[src/rtl/hirq_pkg.sv]
package hirq_pkg;
  localparam int REG_W = 32;

  localparam logic [1:0] A_MAIN = 2'd0;
  localparam logic [1:0] A_ENA  = 2'd1;
  localparam logic [1:0] A_TMR  = 2'd2;
  localparam logic [1:0] A_DMA  = 2'd3;

  localparam int B_RX_SUM   = 31;
  localparam int B_ERR_SUM  = 29;
  localparam int B_PERIODIC = 28;
  localparam int B_TX_SUM   = 27;
  localparam int B_DMA_ERR  = 31;
  localparam int B_DMA_HP   = 30;

  localparam logic [REG_W-1:0] SRC_KEEP  = 32'h0600_00C3;
  localparam logic [REG_W-1:0] MAIN_KEEP = SRC_KEEP | 32'hB800_0000;
  localparam logic [REG_W-1:0] DMA_KEEP  = 32'hC003_0003;
  localparam logic [REG_W-1:0] DMA_RX    = 32'h4003_0000;
  localparam logic [REG_W-1:0] DMA_TX    = 32'h0000_0003;
endpackage

[src/rtl/hirq_w1c_reg.sv]
module hirq_w1c_reg #(
  parameter int W = 32,
  parameter logic [W-1:0] KEEP = '1
) (
  input  logic         clk,
  input  logic         rst_n,
  input  logic [W-1:0] evt,
  input  logic [W-1:0] clr,
  output logic [W-1:0] q
);
  always_ff @(posedge clk) begin
    if (!rst_n) q <= '0;
    else        q <= ((q & ~clr) | evt) & KEEP;
  end

  // an event always leaves its bit set, clear or not
  a_r2_event_sticks: assert property (@(posedge clk) disable iff (!rst_n)
    (|(evt & KEEP)) |=> ((q & $past(evt & KEEP)) == $past(evt & KEEP)));

  // bits only fall when a clear was presented
  a_r1_clear_only_by_write: assert property (@(posedge clk) disable iff (!rst_n)
    (clr == '0) |=> ((q & $past(q)) == $past(q)));
endmodule

[src/rtl/hirq_tick_gen.sv]
module hirq_tick_gen #(
  parameter int TICK_CYC = 8000
) (
  input  logic       clk,
  input  logic       rst_n,
  input  logic [7:0] period,
  output logic       per_pulse
);
  localparam int PW = (TICK_CYC > 1) ? $clog2(TICK_CYC) : 1;

  logic [PW-1:0] pre_q;
  logic          tick;
  logic [7:0]    per_q;

  assign tick = (pre_q == PW'(TICK_CYC - 1));

  always_ff @(posedge clk) begin
    if (!rst_n || tick) pre_q <= '0;
    else                pre_q <= pre_q + 1'b1;
  end

  always_ff @(posedge clk) begin
    if (!rst_n) begin
      per_q     <= '0;
      per_pulse <= 1'b0;
    end else if (period == 8'd0) begin
      per_q     <= '0;
      per_pulse <= 1'b0;
    end else if (tick && (per_q + 8'd1 >= period)) begin
      per_q     <= '0;
      per_pulse <= 1'b1;
    end else begin
      if (tick) per_q <= per_q + 8'd1;
      per_pulse <= 1'b0;
    end
  end

  // a zero period keeps the periodic cause silent
  a_r9_disabled_silent: assert property (@(posedge clk) disable iff (!rst_n)
    (period == 8'd0) |=> !per_pulse);

  // periodic pulses are single-cycle
  a_r9_pulse_single: assert property (@(posedge clk) disable iff (!rst_n)
    per_pulse |=> !per_pulse);
endmodule

[src/rtl/hirq_coalesce.sv]
module hirq_coalesce #(
  parameter int TICK_CYC = 8000
) (
  input  logic       clk,
  input  logic       rst_n,
  input  logic       pending,
  input  logic [7:0] delay,
  input  logic       hp_fire,
  output logic       irq_o
);
  localparam int CW = $clog2(255 * TICK_CYC + 1);

  logic [CW-1:0] cnt_q;
  logic [CW-1:0] limit;
  logic          open_q;

  assign limit = CW'(delay) * CW'(TICK_CYC);

  always_ff @(posedge clk) begin
    if (!rst_n) begin
      cnt_q  <= '0;
      open_q <= 1'b0;
    end else if (hp_fire) begin
      open_q <= 1'b1;
    end else if (!pending) begin
      cnt_q  <= '0;
      open_q <= 1'b0;
    end else if (!open_q) begin
      if (cnt_q + 1'b1 >= limit) open_q <= 1'b1;
      else                       cnt_q  <= cnt_q + 1'b1;
    end
  end

  assign irq_o = pending & (open_q | (delay == 8'd0));

  // a high-priority event opens the gate on the next cycle
  a_r8_hp_opens: assert property (@(posedge clk) disable iff (!rst_n)
    hp_fire |=> open_q);

  // the gate closes once nothing enabled is pending
  a_r7_idle_closes: assert property (@(posedge clk) disable iff (!rst_n)
    (!pending && !hp_fire) |=> (!open_q && cnt_q == '0));
endmodule

[src/rtl/host_irq_coalescer.sv]
module host_irq_coalescer
  import hirq_pkg::*;
#(
  parameter int CLK_MHZ = 250,
  parameter int TICK_NS = 32000
) (
  input  logic        clk,
  input  logic        rst_n,
  input  logic [31:0] src_evt,
  input  logic [31:0] dma_evt,
  input  logic        reg_we,
  input  logic [1:0]  reg_addr,
  input  logic [31:0] reg_wdata,
  output logic [31:0] reg_rdata,
  output logic        irq_o
);
  localparam int TICK_CYC = (CLK_MHZ * TICK_NS) / 1000;

  logic [REG_W-1:0] main_q, dma_q, ena_q;
  logic [REG_W-1:0] main_evt, main_clr, dma_in, dma_clr;
  logic [15:0]      tmr_q;
  logic             per_pulse, hp_fire, pending;

  assign dma_in = dma_evt & DMA_KEEP;

  always_comb begin
    main_evt             = src_evt & SRC_KEEP;
    main_evt[B_RX_SUM]   = |(dma_in & DMA_RX);
    main_evt[B_TX_SUM]   = |(dma_in & DMA_TX);
    main_evt[B_ERR_SUM]  = dma_in[B_DMA_ERR];
    main_evt[B_PERIODIC] = per_pulse;
  end

  assign main_clr = (reg_we && reg_addr == A_MAIN) ? reg_wdata : '0;
  assign dma_clr  = (reg_we && reg_addr == A_DMA)  ? reg_wdata : '0;

  always_ff @(posedge clk) begin
    if (!rst_n) begin
      ena_q <= '0;
      tmr_q <= '0;
    end else if (reg_we) begin
      if (reg_addr == A_ENA) ena_q <= reg_wdata;
      if (reg_addr == A_TMR) tmr_q <= reg_wdata[15:0];
    end
  end

  hirq_w1c_reg #(.W(REG_W), .KEEP(MAIN_KEEP)) u_main (
    .clk(clk), .rst_n(rst_n), .evt(main_evt), .clr(main_clr), .q(main_q));

  hirq_w1c_reg #(.W(REG_W), .KEEP(DMA_KEEP)) u_dma (
    .clk(clk), .rst_n(rst_n), .evt(dma_in), .clr(dma_clr), .q(dma_q));

  hirq_tick_gen #(.TICK_CYC(TICK_CYC)) u_tick (
    .clk(clk), .rst_n(rst_n), .period(tmr_q[15:8]), .per_pulse(per_pulse));

  assign hp_fire = dma_in[B_DMA_HP] & ena_q[B_RX_SUM];
  assign pending = |(main_q & ena_q);

  hirq_coalesce #(.TICK_CYC(TICK_CYC)) u_coal (
    .clk(clk), .rst_n(rst_n), .pending(pending), .delay(tmr_q[7:0]),
    .hp_fire(hp_fire), .irq_o(irq_o));

  always_comb begin
    case (reg_addr)
      A_MAIN:  reg_rdata = main_q;
      A_ENA:   reg_rdata = ena_q;
      A_TMR:   reg_rdata = {16'd0, tmr_q};
      default: reg_rdata = dma_q;
    endcase
  end

  // a receive-side DMA event shows up in the summary bit
  a_r4_rx_summary: assert property (@(posedge clk) disable iff (!rst_n)
    (|(dma_in & DMA_RX)) |=> main_q[B_RX_SUM]);

  // bypass reaches the pin one edge after the event
  a_r8_bypass_pin: assert property (@(posedge clk) disable iff (!rst_n)
    hp_fire |=> irq_o);

  // nothing enabled and pending means a quiet line
  a_r6_masked_quiet: assert property (@(posedge clk) disable iff (!rst_n)
    ((main_q & ena_q) == '0) |-> !irq_o);
endmodule

[config.mk]
export PLATFORM = sky130hd
export DESIGN_NAME = host_irq_coalescer
export DESIGN_NICKNAME = d
export VERILOG_FILES = /design/src/rtl/hirq_pkg.sv /design/src/rtl/hirq_w1c_reg.sv /design/src/rtl/hirq_tick_gen.sv /design/src/rtl/hirq_coalesce.sv /design/src/rtl/host_irq_coalescer.sv
export SDC_FILE = /design/constraint.sdc
export NUM_CORES = 1
export LEC_CHECK = 0
export BUFFER_PORTS_ARGS = -buffer_cell sky130_fd_sc_hd__buf_2
export CELL_PAD_IN_SITES_DETAIL_PLACEMENT = 1
export CELL_PAD_IN_SITES_GLOBAL_PLACEMENT = 2
export CORE_ASPECT_RATIO = 0.7
export CORE_UTILIZATION = 30
export CTS_CLUSTER_SIZE = 24
export DETAILED_ROUTE_END_ITERATION = 6
export GPL_TIMING_DRIVEN = 1
export PLACE_DENSITY = 0.8
export SKIP_CTS_REPAIR_TIMING = 1
export SYNTH_ARGS = -nofsm -noshare
export SYNTH_HDL_FRONTEND = slang
export SYNTH_SLANG_ARGS = --single-unit
[constraint.sdc]
create_clock -name clk -period 5.58 [get_ports clk]
set_input_delay 0.279 -clock clk [delete_from_list [all_inputs] [get_ports clk]]
set_output_delay 0.279 -clock clk [all_outputs]
set_load 0.01 [all_outputs]
Yosys cells after proc, flatten, opt, wreduce, memory -nomap -nowiden
Index checks and enable logic that the tools add are counted.
- flip-flop bits (word level): 156
- latch bits: 0
- RAM bits: 0
- memory bits (read-only): 0
- logic and storage cells: 62
- memories: 0
- add/subtract/negate cells: 3
- multiply operators: 1
- div/mod/pow operators: 0
- order comparisons: 2
- eq/ne operators: 6
- shifts and indexed selects: 0
- multiplexer cells: 11
- bitwise logic cells: 12
- reduce and logical (&&, ||, !) cells: 16
- operators with widths (operator ; number):
    $and A32 B32 Y32 ; 3
    $pmux W32 S3 ; 1
    $mux W32 ; 2
    $not A32 Y32 ; 2
    $or A32 B32 Y32 ; 2
    $mux W21 ; 3
    $reduce_or A32 Y1 ; 1
    $add A21 B1 Y21 const B ; 1
    $ge A21 B21 Y1 ; 1
    $logic_not A8 Y1 ; 2
    $mul A8 B7 Y15 const B ; 1
    $add A13 B1 Y13 const B ; 1
    $eq A13 B13 Y1 const B ; 1
    $add A8 B1 Y8 const B ; 1
    $ge A8 B8 Y1 ; 1
    $reduce_or A3 Y1 ; 2
    $mux W1 ; 5
    $eq A2 B2 Y1 const B ; 2
    $ne A2 B2 Y1 const B ; 2
    $reduce_and A2 Y1 ; 2
    $reduce_or A2 Y1 ; 2
    $logic_and A1 B1 Y1 ; 3
    $reduce_and A3 Y1 ; 1
    $and A1 B1 Y1 ; 2
    6 further kinds ; 7

Logic depth before layout (Yosys ltp)
Gate-level depths: netlist of run 1.
- word-level depth: 6
- gate-level depth with buffers: 24
- gate-level depth less buffers: 23

Cells and area by module
Synthesis of run 1 repeated with hierarchy kept, for this count alone.
- cells, all modules: 989
- area total of the unflattened synthesis: 8604.5 sq um
- by module, submodules not included (module ; times used ; cells an instance ; area each (sq um) ; sequential area each (sq um)):
    host_irq_coalescer ; 1 ; 383 ; 3181.8 ; 960.9
    hirq_coalesce ; 1 ; 364 ; 3173.0 ; 440.4
    hirq_tick_gen ; 1 ; 143 ; 1285.0 ; 440.4
    hirq_w1c_reg at u_main ; 1 ; 54 ; 518.0 ; 200.2
    hirq_w1c_reg at u_dma ; 1 ; 45 ; 446.7 ; 120.1

Worst setup path after synthesis of run 1
OpenSTA, ideal clock, no wires.
- kind: register -> register
- start point: register tmr_q[1]
- end point: register u_coal.cnt_q[18]
- setup time: 87 ps
- arrival time: 5675 ps
- required time: 5493 ps
- slack: -182 ps
- stages on the path, launching flop included: 24
- period minus slack after synthesis: 5762 ps
- cells stage by stage: dfxtp_1 fa_1 inv_1 fa_1 fa_1 inv_1 fa_1 ha_1 o21a_1 o21ai_0 nand2b_1 a41oi_1 o21bai_1 a21oi_1 xnor2_1 ha_1 nand3_1 or4_1 a2111o_1 nor4bb_2 buf_6 a31oi_1 o21ai_1 o31ai_1
- cells in the longest elaborated chain, start to end: 4
- ends and longest elaborated chain (item ; line ; text):
    from (decl) ; host_irq_coalescer.sv:21 ; logic [15:0] tmr_q;
    from (signal assigned) ; host_irq_coalescer.sv:43 ; if (reg_addr == A_TMR) tmr_q <= reg_wdata[15:0];
    $mul A8 B7 Y15 ; hirq_coalesce.sv:17 ; assign limit = CW'(delay) * CW'(TICK_CYC);
    $ge A21 B21 Y1 ; hirq_coalesce.sv:29 ; if (cnt_q + 1'b1 >= limit) open_q <= 1'b1;
    $ne A2 B2 Y1 (no source line) ; -- ;
    $reduce_and A3 Y1 (no source line) ; -- ;
    to (signal assigned) ; hirq_coalesce.sv:30 ; else cnt_q <= cnt_q + 1'b1;
    to (decl) ; hirq_coalesce.sv:13 ; logic [CW-1:0] cnt_q;
Every way passes these cells.
A chain may end at the register's enable or synchronous reset.

Worst setup path after layout of run 1
- start point: register tmr_q[3]
- end point: register u_coal.cnt_q[11]
Same word-level chain as after synthesis.

==> results.txt, run 1 <==
P per Cell Area -> 215 mW/mm^2
WS Path Type -> reg2reg
Clk slew on worst S/H paths -> 0.08 ns
Failing checks -> setup timing
Fill count -> 2705
Max-slew violation count -> 0
Dpl cell area -> 0.00817 mm^2
Largest family of logic cells by synthesized area -> simple AND/OR/NAND/NOR gates
Final setup viols -> 21
Max FO, Critical Path -> 5
Crit path required time -> 5.86 ns
Clock network fraction of total power -> 37.4%
Ys flop type -> dfxtp_1
Port Buf Inserts -> 81
Vias in the first global route -> 6360
Total grt overflow -> 0
Final period util -> 105%
NetSw -> 553 uW
DR vias -> 6126
Global-route wire length before repair -> 34700 um
CTS Sinks -> 108
Post-layout util -> 37.9%
Combinational Power Share -> 19.4%
DR iter-0 viols -> 248
Seq cells post-synth -> 108
Die Area -> 0.0243 mm^2
# rows -> 46
Adder-cell share of the synthesized area -> 17.9%
Arr. time, crit path -> 6.13 ns
Crit path time final -> 5.85 ns
Post-synthesis net count -> 1026
GRT Total Usage -> 18.4%
Drt pass-1 iters -> 4
Routed WL -> 21700 um
Share of cells above drive strength 1 -> 21.1%
GPL Wtd Cong -> 0.856
Root Driver -> clkbuf_16
Largest net degree at the start of global routing -> 39
Int Power -> 1.32 mW
CTS tree -> yes
Worst-skew pair later-pin latency -> 0.36 ns
Yosys warning count -> 0
Core region area -> 0.0230 mm^2
Yosys cell types -> 66
Post-synth EDFFs -> 0
Fin cells -> 1270
Unrepaired setup endpoints after global routing -> yes
Final #Nets -> 1141
Measured slew at the worst slew-check pin -> 0.743 ns
Leakage -> 3.76 nW
Bufs on Longest Clock Path -> 2
Initial antenna violation count -> 2
Commonest non-fill, non-tap cells in the layout -> nand2_1 (155), dfxtp_1 (102), buf_2 (81)
Max Cap Viol -> 0
Hold crit path type -> in2reg
Vias/cell -> 4.82
DP HPWL -> 16300 um
Crit path capture type -> register
Fraction of the yosys area taken by sequential cells -> 30.4%
XOR/XNOR Fraction of Synth Area -> 6.53%
Switching part of the total -> 29.6%
Die Y -> 131 um
Hold path depth -> 3
IO Count -> 134
Relative max-transition margin -> 50.3%
H-tree levels -> 3
Post-route setup TNS -> -3.78 ns
Wire per inst -> 17.1 um
Syn_area_per_cell -> 8.50 um^2
Clock Skews -> 0.00690 ns
Critical Path Start Type -> register
Layout area overhead -> 22.6%
Residual DRC -> 0
DRT antenna net count -> 0
Most common cell after layout, fill and taps aside -> nand2_1
Synth Area in Compound Gates -> 17.7%
Final Hold Fails -> 0
Placed insts -> 1243
Simple-gate area share of the yosys netlist -> 20.1%
Die Width -> 186 um
CTS Buf Count -> 9
Post-route cell area -> 0.00871 mm^2
Starting Density -> 31.0%
Asr flop ratio synth -> 0%
Sequential power share -> 43.2%
Setup ws final -> -0.268 ns
Maximum VDD drop -> 147 uV
Post-Synthesis Cells -> 836
F_max -> 171 MHz
Mapped Area -> 0.00711 mm^2
Status -> finished, violations left
Post-synthesis mux area share -> 2.20%
Depth of the most critical reg-to-reg path -> 24
-- worst max-delay path: stages (launching register included) --
cell      delay (ns)
dfxtp_4         0.37
fa_1            0.53
inv_1           0.05
fa_1            0.45
fa_1            0.49
inv_1           0.05
fa_1            0.52
ha_4            0.22
o21a_1          0.20
o21ai_1         0.15
nand2b_1        0.11
a41oi_2         0.26
o21bai_1        0.11
a21oi_1         0.16
xnor2_1         0.10
ha_1            0.32
nand3_2         0.09
or4_4           0.48
a2111o_1        0.33
nor4bb_4        0.18
buf_4           0.18
buf_6           0.12
a31oi_1         0.13
o21ai_1         0.08
o31ai_1         0.09
-- metrics by stage --
step / hold slack (ns) / setup slack [ns] / power [mW]
after global placement: 0.434 / -0.220 / 1.15
after floorplan: 0.411 / 0.0128 / 1.02
after detailed placement: 0.448 / -0.432 / 1.15
after CTS: 0.129 / -0.465 / 1.86
after global routing: 0.146 / -0.522 / 1.96
final: 0.148 / -0.268 / 1.87
-- final timing paths --
kind	startpoint	to	slack, ns
setup reg to reg	tmr_q[3]	u_coal.cnt_q[11]	-0.27
hold / removal	src_evt[7]	u_main.q[7]	0.15
hold reg to reg	ena_q[22]	ena_q[22]	0.46
setup / recovery	tmr_q[3]	u_coal.cnt_q[11]	-0.27
-- cell type report --
type	count	area, um^2	area share (%)
clock buffers	11	243	2.79
well taps	312	390	4.48
flip-flops and latches	108	2180	25.0
multi-input cells	636	4770	54.7
diodes	2	5.00	0.0574
repair buffers	139	852	9.78
inverters	57	214	2.46
clock inverters	5	67.6	0.775
-- cells by family (layout without fill, tap and decap cells) --
family,count (synthesis),in the layout
AND/OR/NAND/NOR,299,299
AO/OA/AOI/OAI,182,182
flip-flops,108,108
buffers and inverters,92,212
adder cells (fa/ha/maj),89,89
XOR/XNOR,53,53
multiplexers,13,13
other,0,2
-- flip-flops by register name (all words and copies together), names as in the netlist --
name and flops:
ena_q 32, tmr_q 16, u_coal.cnt_q 21, u_coal.open_q 1
u_dma.q 6, u_main.q 10, u_tick.per_pulse 1, u_tick.per_q 8
u_tick.pre_q 13
-- cell usage after synthesis (2+ instances only) --
master / number / area, um^2
a21boi_0: 50 / 375
nand2_1: 157 / 589
o21bai_1: 2 / 15.0
and3_1: 5 / 31.3
nor2b_1: 21 / 131
and4_1: 2 / 17.5
o31ai_1: 6 / 45.0
and2_1: 18 / 113
ha_1: 68 / 851
o21a_1: 7 / 52.6
nand2b_1: 4 / 25.0
o21ai_0: 21 / 105
a21boi_1: 2 / 15.0
nand3_1: 17 / 85.1
buf_6: 2 / 22.5
clkbuf_1: 30 / 113
nor3_1: 5 / 25.0
a21o_1: 6 / 45.0
nand4_1: 8 / 50.1
fa_1: 21 / 420
xnor2_1: 27 / 236
a311oi_1: 2 / 17.5
o21ai_1: 8 / 40.0
or3_1: 4 / 25.0
a22oi_1: 7 / 52.6
a22o_1: 18 / 158
a31oi_1: 5 / 31.3
nor4_1: 4 / 25.0
mux2i_1: 10 / 100
a311o_1: 2 / 20.0
mux4_2: 2 / 45.0
or4_1: 2 / 15.0
xor2_1: 26 / 228
nor2_1: 40 / 150
a21oi_1: 33 / 165
dfxtp_1: 108 / 2160
inv_1: 57 / 214
-- power by group through the flow --
stage               clock network (mW)  logic [mW]  registers [mW]
finish                           0.700       0.362           0.808
global route                     0.749       0.400           0.812
CTS                              0.722       0.331           0.809
detailed placement                   0       0.327           0.827
global placement                     0       0.322           0.827
floorplan                            0       0.193           0.824
-- routing by layer --
layer	share of wire [%]	global-route usage, %
met5	0.060	0
met4	1.0	3.95
met3	4.7	4.07
met2	41	27.1
met1	53	27.2
No activity file was read; power rests on OpenSTA's default activity.
==> run 2, diff against run 1 <==
--- a/config.mk
+++ b/config.mk
@@ -9,11 +9,11 @@
 export CELL_PAD_IN_SITES_DETAIL_PLACEMENT = 1
 export CELL_PAD_IN_SITES_GLOBAL_PLACEMENT = 2
 export CORE_ASPECT_RATIO = 0.7
-export CORE_UTILIZATION = 30
-export CTS_CLUSTER_SIZE = 24
+export CORE_UTILIZATION = 33
+export CTS_CLUSTER_SIZE = 28
 export DETAILED_ROUTE_END_ITERATION = 6
 export GPL_TIMING_DRIVEN = 1
-export PLACE_DENSITY = 0.8
+export PLACE_DENSITY_LB_ADDON = 0.1
 export SKIP_CTS_REPAIR_TIMING = 1
 export SYNTH_ARGS = -nofsm -noshare
 export SYNTH_HDL_FRONTEND = slang
==> constraint.sdc (replaced) <==
create_clock -name clk -period 6.1 [get_ports clk]
set_input_delay 0.305 -clock clk [delete_from_list [all_inputs] [get_ports clk]]
set_output_delay 0.305 -clock clk [all_outputs]
set_load 0.01 [all_outputs]
==> run 2 against run 1 <==
The run now ends clean. Hold slack improved by 0.038 ns. Power fell by 13%. Global-route usage rose by 1.4 points. Combinational power fell by 16%. Utilization rose by 2.7 points. Setup slack improved by 0.46 ns. Non-clock buffer count fell by 10. Count of clock-buffer cells in the layout fell by 1. Sequential share of layout area rose by 0.54 points. Design area fell by 2.3%. Die area fell by 9.0%. Critical path type unchanged. Largest cell class unchanged. Largest power group unchanged. Highest routed layer unchanged.
==> results.txt, run 2 (synthesized netlist as in run 1, its figures left out) <==
Status -> finished, final reports clean (was finished, violations left)
Core region area -> 0.0209 mm^2 (was 0.0230 mm^2)
Area of the multi-input gates -> 0.00471 mm^2 (was 0.00477 mm^2)
Max reg flops -> 32 (unchanged)
Worst reg2reg endpoint -> u_coal.cnt_q[4] (was u_coal.cnt_q[11])
Reg2reg start -> tmr_q[1] (was tmr_q[3])
GPL Wtd Cong -> 0.827 (was 0.856)
Arr. time, crit path -> 6.18 ns (was 6.13 ns)
Bufs on Longest Clock Path -> 2 (unchanged)
Port Buf Inserts -> 81 (unchanged)
Crit path capture type -> register (unchanged)
Hold path endpoint -> u_main.q[6] (was u_main.q[7])
H-tree levels -> 3 (unchanged)
Post-layout util -> 40.7% (was 37.9%)
Cell family with most CP delay -> adder cells (unchanged)
Fin cells -> 1223 (was 1270)
CTS Sinks -> 108 (unchanged)
Final setup viols -> 0 (was 21)
Leakage -> 3.69 nW (was 3.76 nW)
Total grt overflow -> 0 (unchanged)
R2r setup slk -> 0.20 ns (was -0.27 ns)
Clock Skews -> 0.0152 ns (was 0.00690 ns)
Sequential power share -> 45.6% (was 43.2%)
Drt pass-1 iters -> 4 (unchanged)
Regs by FF count -> ena_q: 32 flops, u_coal.cnt_q: 21 flops, tmr_q: 16 flops (unchanged)
Vias/cell -> 5.10 (was 4.82)
Routed WL -> 21600 um (was 21700 um)
Crit-path cells -> fa_1 -> inv_1 -> fa_1 -> fa_1 -> inv_1 -> fa_1 -> ha_2 -> buf_4 -> or3_1 -> a311oi_2 -> o31ai_2 -> a21oi_2 -> xor2_2 -> ha_1 -> nand3_2 -> or4_1 -> a2111o_1 -> nor4bb_4 -> buf_12 -> o21ai_0 -> a22oi_1 -> o21ai_0 (was fa_1 -> inv_1 -> fa_1 -> fa_1 -> inv_1 -> fa_1 -> ha_4 -> o21a_1 -> o21ai_1 -> nand2b_1 -> a41oi_2 -> o21bai_1 -> a21oi_1 -> xnor2_1 -> ha_1 -> nand3_2 -> or4_4 -> a2111o_1 -> nor4bb_4 -> buf_4 -> buf_6 -> a31oi_1 -> o21ai_1 -> o31ai_1)
CP max-delay cell -> fa_1 (unchanged)
Biggest register -> ena_q (unchanged)
Fill count -> 2483 (was 2705)
Crit path time final -> 5.90 ns (was 5.85 ns)
Critical Path Start Type -> register (unchanged)
Worst slack at placement -> -0.354 ns (was -0.432 ns)
Global-route wire length before repair -> 34500 um (was 34700 um)
F_max -> 169 MHz (was 171 MHz)
Most common cell after layout, fill and taps aside -> nand2_1 (unchanged)
# rows -> 44 (was 46)
Final Hold Fails -> 0 (unchanged)
Commonest non-fill, non-tap cells in the layout -> nand2_1 (157), dfxtp_1 (104), buf_2 (81) (was nand2_1 (155), dfxtp_1 (102), buf_2 (81))
Vias in the first global route -> 6482 (was 6360)
Min-delay src -> src_evt[6] (was src_evt[7])
Maximum VDD drop -> 120 uV (was 147 uV)
Max-slew violation count -> 0 (unchanged)
Root Driver -> clkbuf_16 (unchanged)
Measured slew at the worst slew-check pin -> 0.760 ns (was 0.743 ns)
Largest net degree at the start of global routing -> 47 (was 39)
P per Cell Area -> 191 mW/mm^2 (was 215 mW/mm^2)
GRT Total Usage -> 19.8% (was 18.4%)
Crit path required time -> 6.38 ns (was 5.86 ns)
Placed insts -> 1201 (was 1243)
Max Cap Viol -> 0 (unchanged)
Layout area overhead -> 19.7% (was 22.6%)
NetSw -> 475 uW (was 553 uW)
Wire per inst -> 17.7 um (was 17.1 um)
Share of cells above drive strength 1 -> 19.3% (was 21.1%)
Starting Density -> 34.0% (was 31.0%)
DR iter-0 viols -> 217 (was 248)
CTS Buf Count -> 9 (unchanged)
Hold crit path type -> in2reg (unchanged)
Slowest stage delay, CP -> 0.56 ns (was 0.53 ns)
Depth of the most critical reg-to-reg path -> 22 (was 24)
Die Area -> 0.0221 mm^2 (was 0.0243 mm^2)
DR vias -> 6236 (was 6126)
Clock network fraction of total power -> 35.8% (was 37.4%)
Final #Nets -> 1131 (was 1141)
IO Count -> 134 (unchanged)
Final period util -> 96.8% (was 105%)
CTS tree -> yes (unchanged)
Initial antenna violation count -> 2 (unchanged)
Clk slew on worst S/H paths -> 0.08 ns (about the same)
Sum of buffers and inverters on the critical path -> 4 (unchanged)
Combinational Power Share -> 18.7% (was 19.4%)
Hold path depth -> 3 (unchanged)
DRT antenna net count -> 0 (unchanged)
Setup ws final -> 0.196 ns (was -0.268 ns)
Relative max-transition margin -> 49.4% (was 50.3%)
Residual DRC -> 0 (unchanged)
Worst-skew pair later-pin latency -> 0.36 ns (about the same)
Int Power -> 1.15 mW (was 1.32 mW)
DP HPWL -> 16800 um (was 16300 um)
Storage element area -> 0.00217 mm^2 (was 0.00218 mm^2)
Crit path top cell by count -> fa_1 (unchanged)
WS Path Type -> reg2reg (unchanged)
Die Width -> 177 um (was 186 um)
Max FO, Critical Path -> 11 (was 5)
Die Y -> 125 um (was 131 um)
Switching part of the total -> 29.3% (was 29.6%)
-- run 2: area by class of cell --
cell class                      count  share of cell area (%)
Multi-Input combinational cell    636                    55.4
Sequential cell                   108                    25.5
Timing Repair Buffer              129                    9.14
Tap cell                          276                    4.06
Clock buffer                       10                    2.81
Inverter                           57                    2.51
Clock inverter                      6                   0.573
Antenna cell                        1                  0.0294
-- run 2: worst max path at each step --
stage	start	endpoint	cells past startpoint
2_1_floorplan	tmr_q[1]	u_coal.cnt_q[18]	23
4_1_cts	tmr_q[3]	u_coal.cnt_q[4]	22
6_report	tmr_q[1]	u_coal.cnt_q[4]	22
3_3_place_gp	tmr_q[3]	u_coal.cnt_q[7]	20
3_5_place_dp	tmr_q[3]	u_coal.cnt_q[4]	22
5_1_grt	tmr_q[5]	u_coal.cnt_q[11]	22
-- run 2: routing by layer --
layer	vias up	part of all wire, %	GRT usage [%]
li1	3043	-	-
met5	-	0.046	0
met2	98	43	29.6
met4	2	0.50	2.77
met3	13	4.4	3.94
met1	3080	52	29.5
-- run 2: power groups by stage --
stage	logic (mW)	registers, mW	clock network [mW]
final	0.303	0.740	0.581
after floorplan	0.173	0.754	0
after global routing	0.335	0.743	0.624
after detailed placement	0.286	0.757	0
after global placement	0.276	0.755	0
after CTS	0.289	0.740	0.598
-- run 2: through the flow --
stage	TNS [ns]	power, mW	hold slack, ns	instance area, um^2
final	0	1.62	0.187	8510
after global placement	-2.68	1.03	0.424	8030
after detailed placement	-6.25	1.04	0.440	8030
after CTS	-6.95	1.63	0.178	8320
after floorplan	0	0.927	0.418	7110
after global routing	-0.322	1.70	0.197	8510
-- run 2: tightest hold or removal path, cell delays in order --
cell and delay [ns]:
buf_2 0.08, a21oi_1 0.03, nor2b_1 0.09
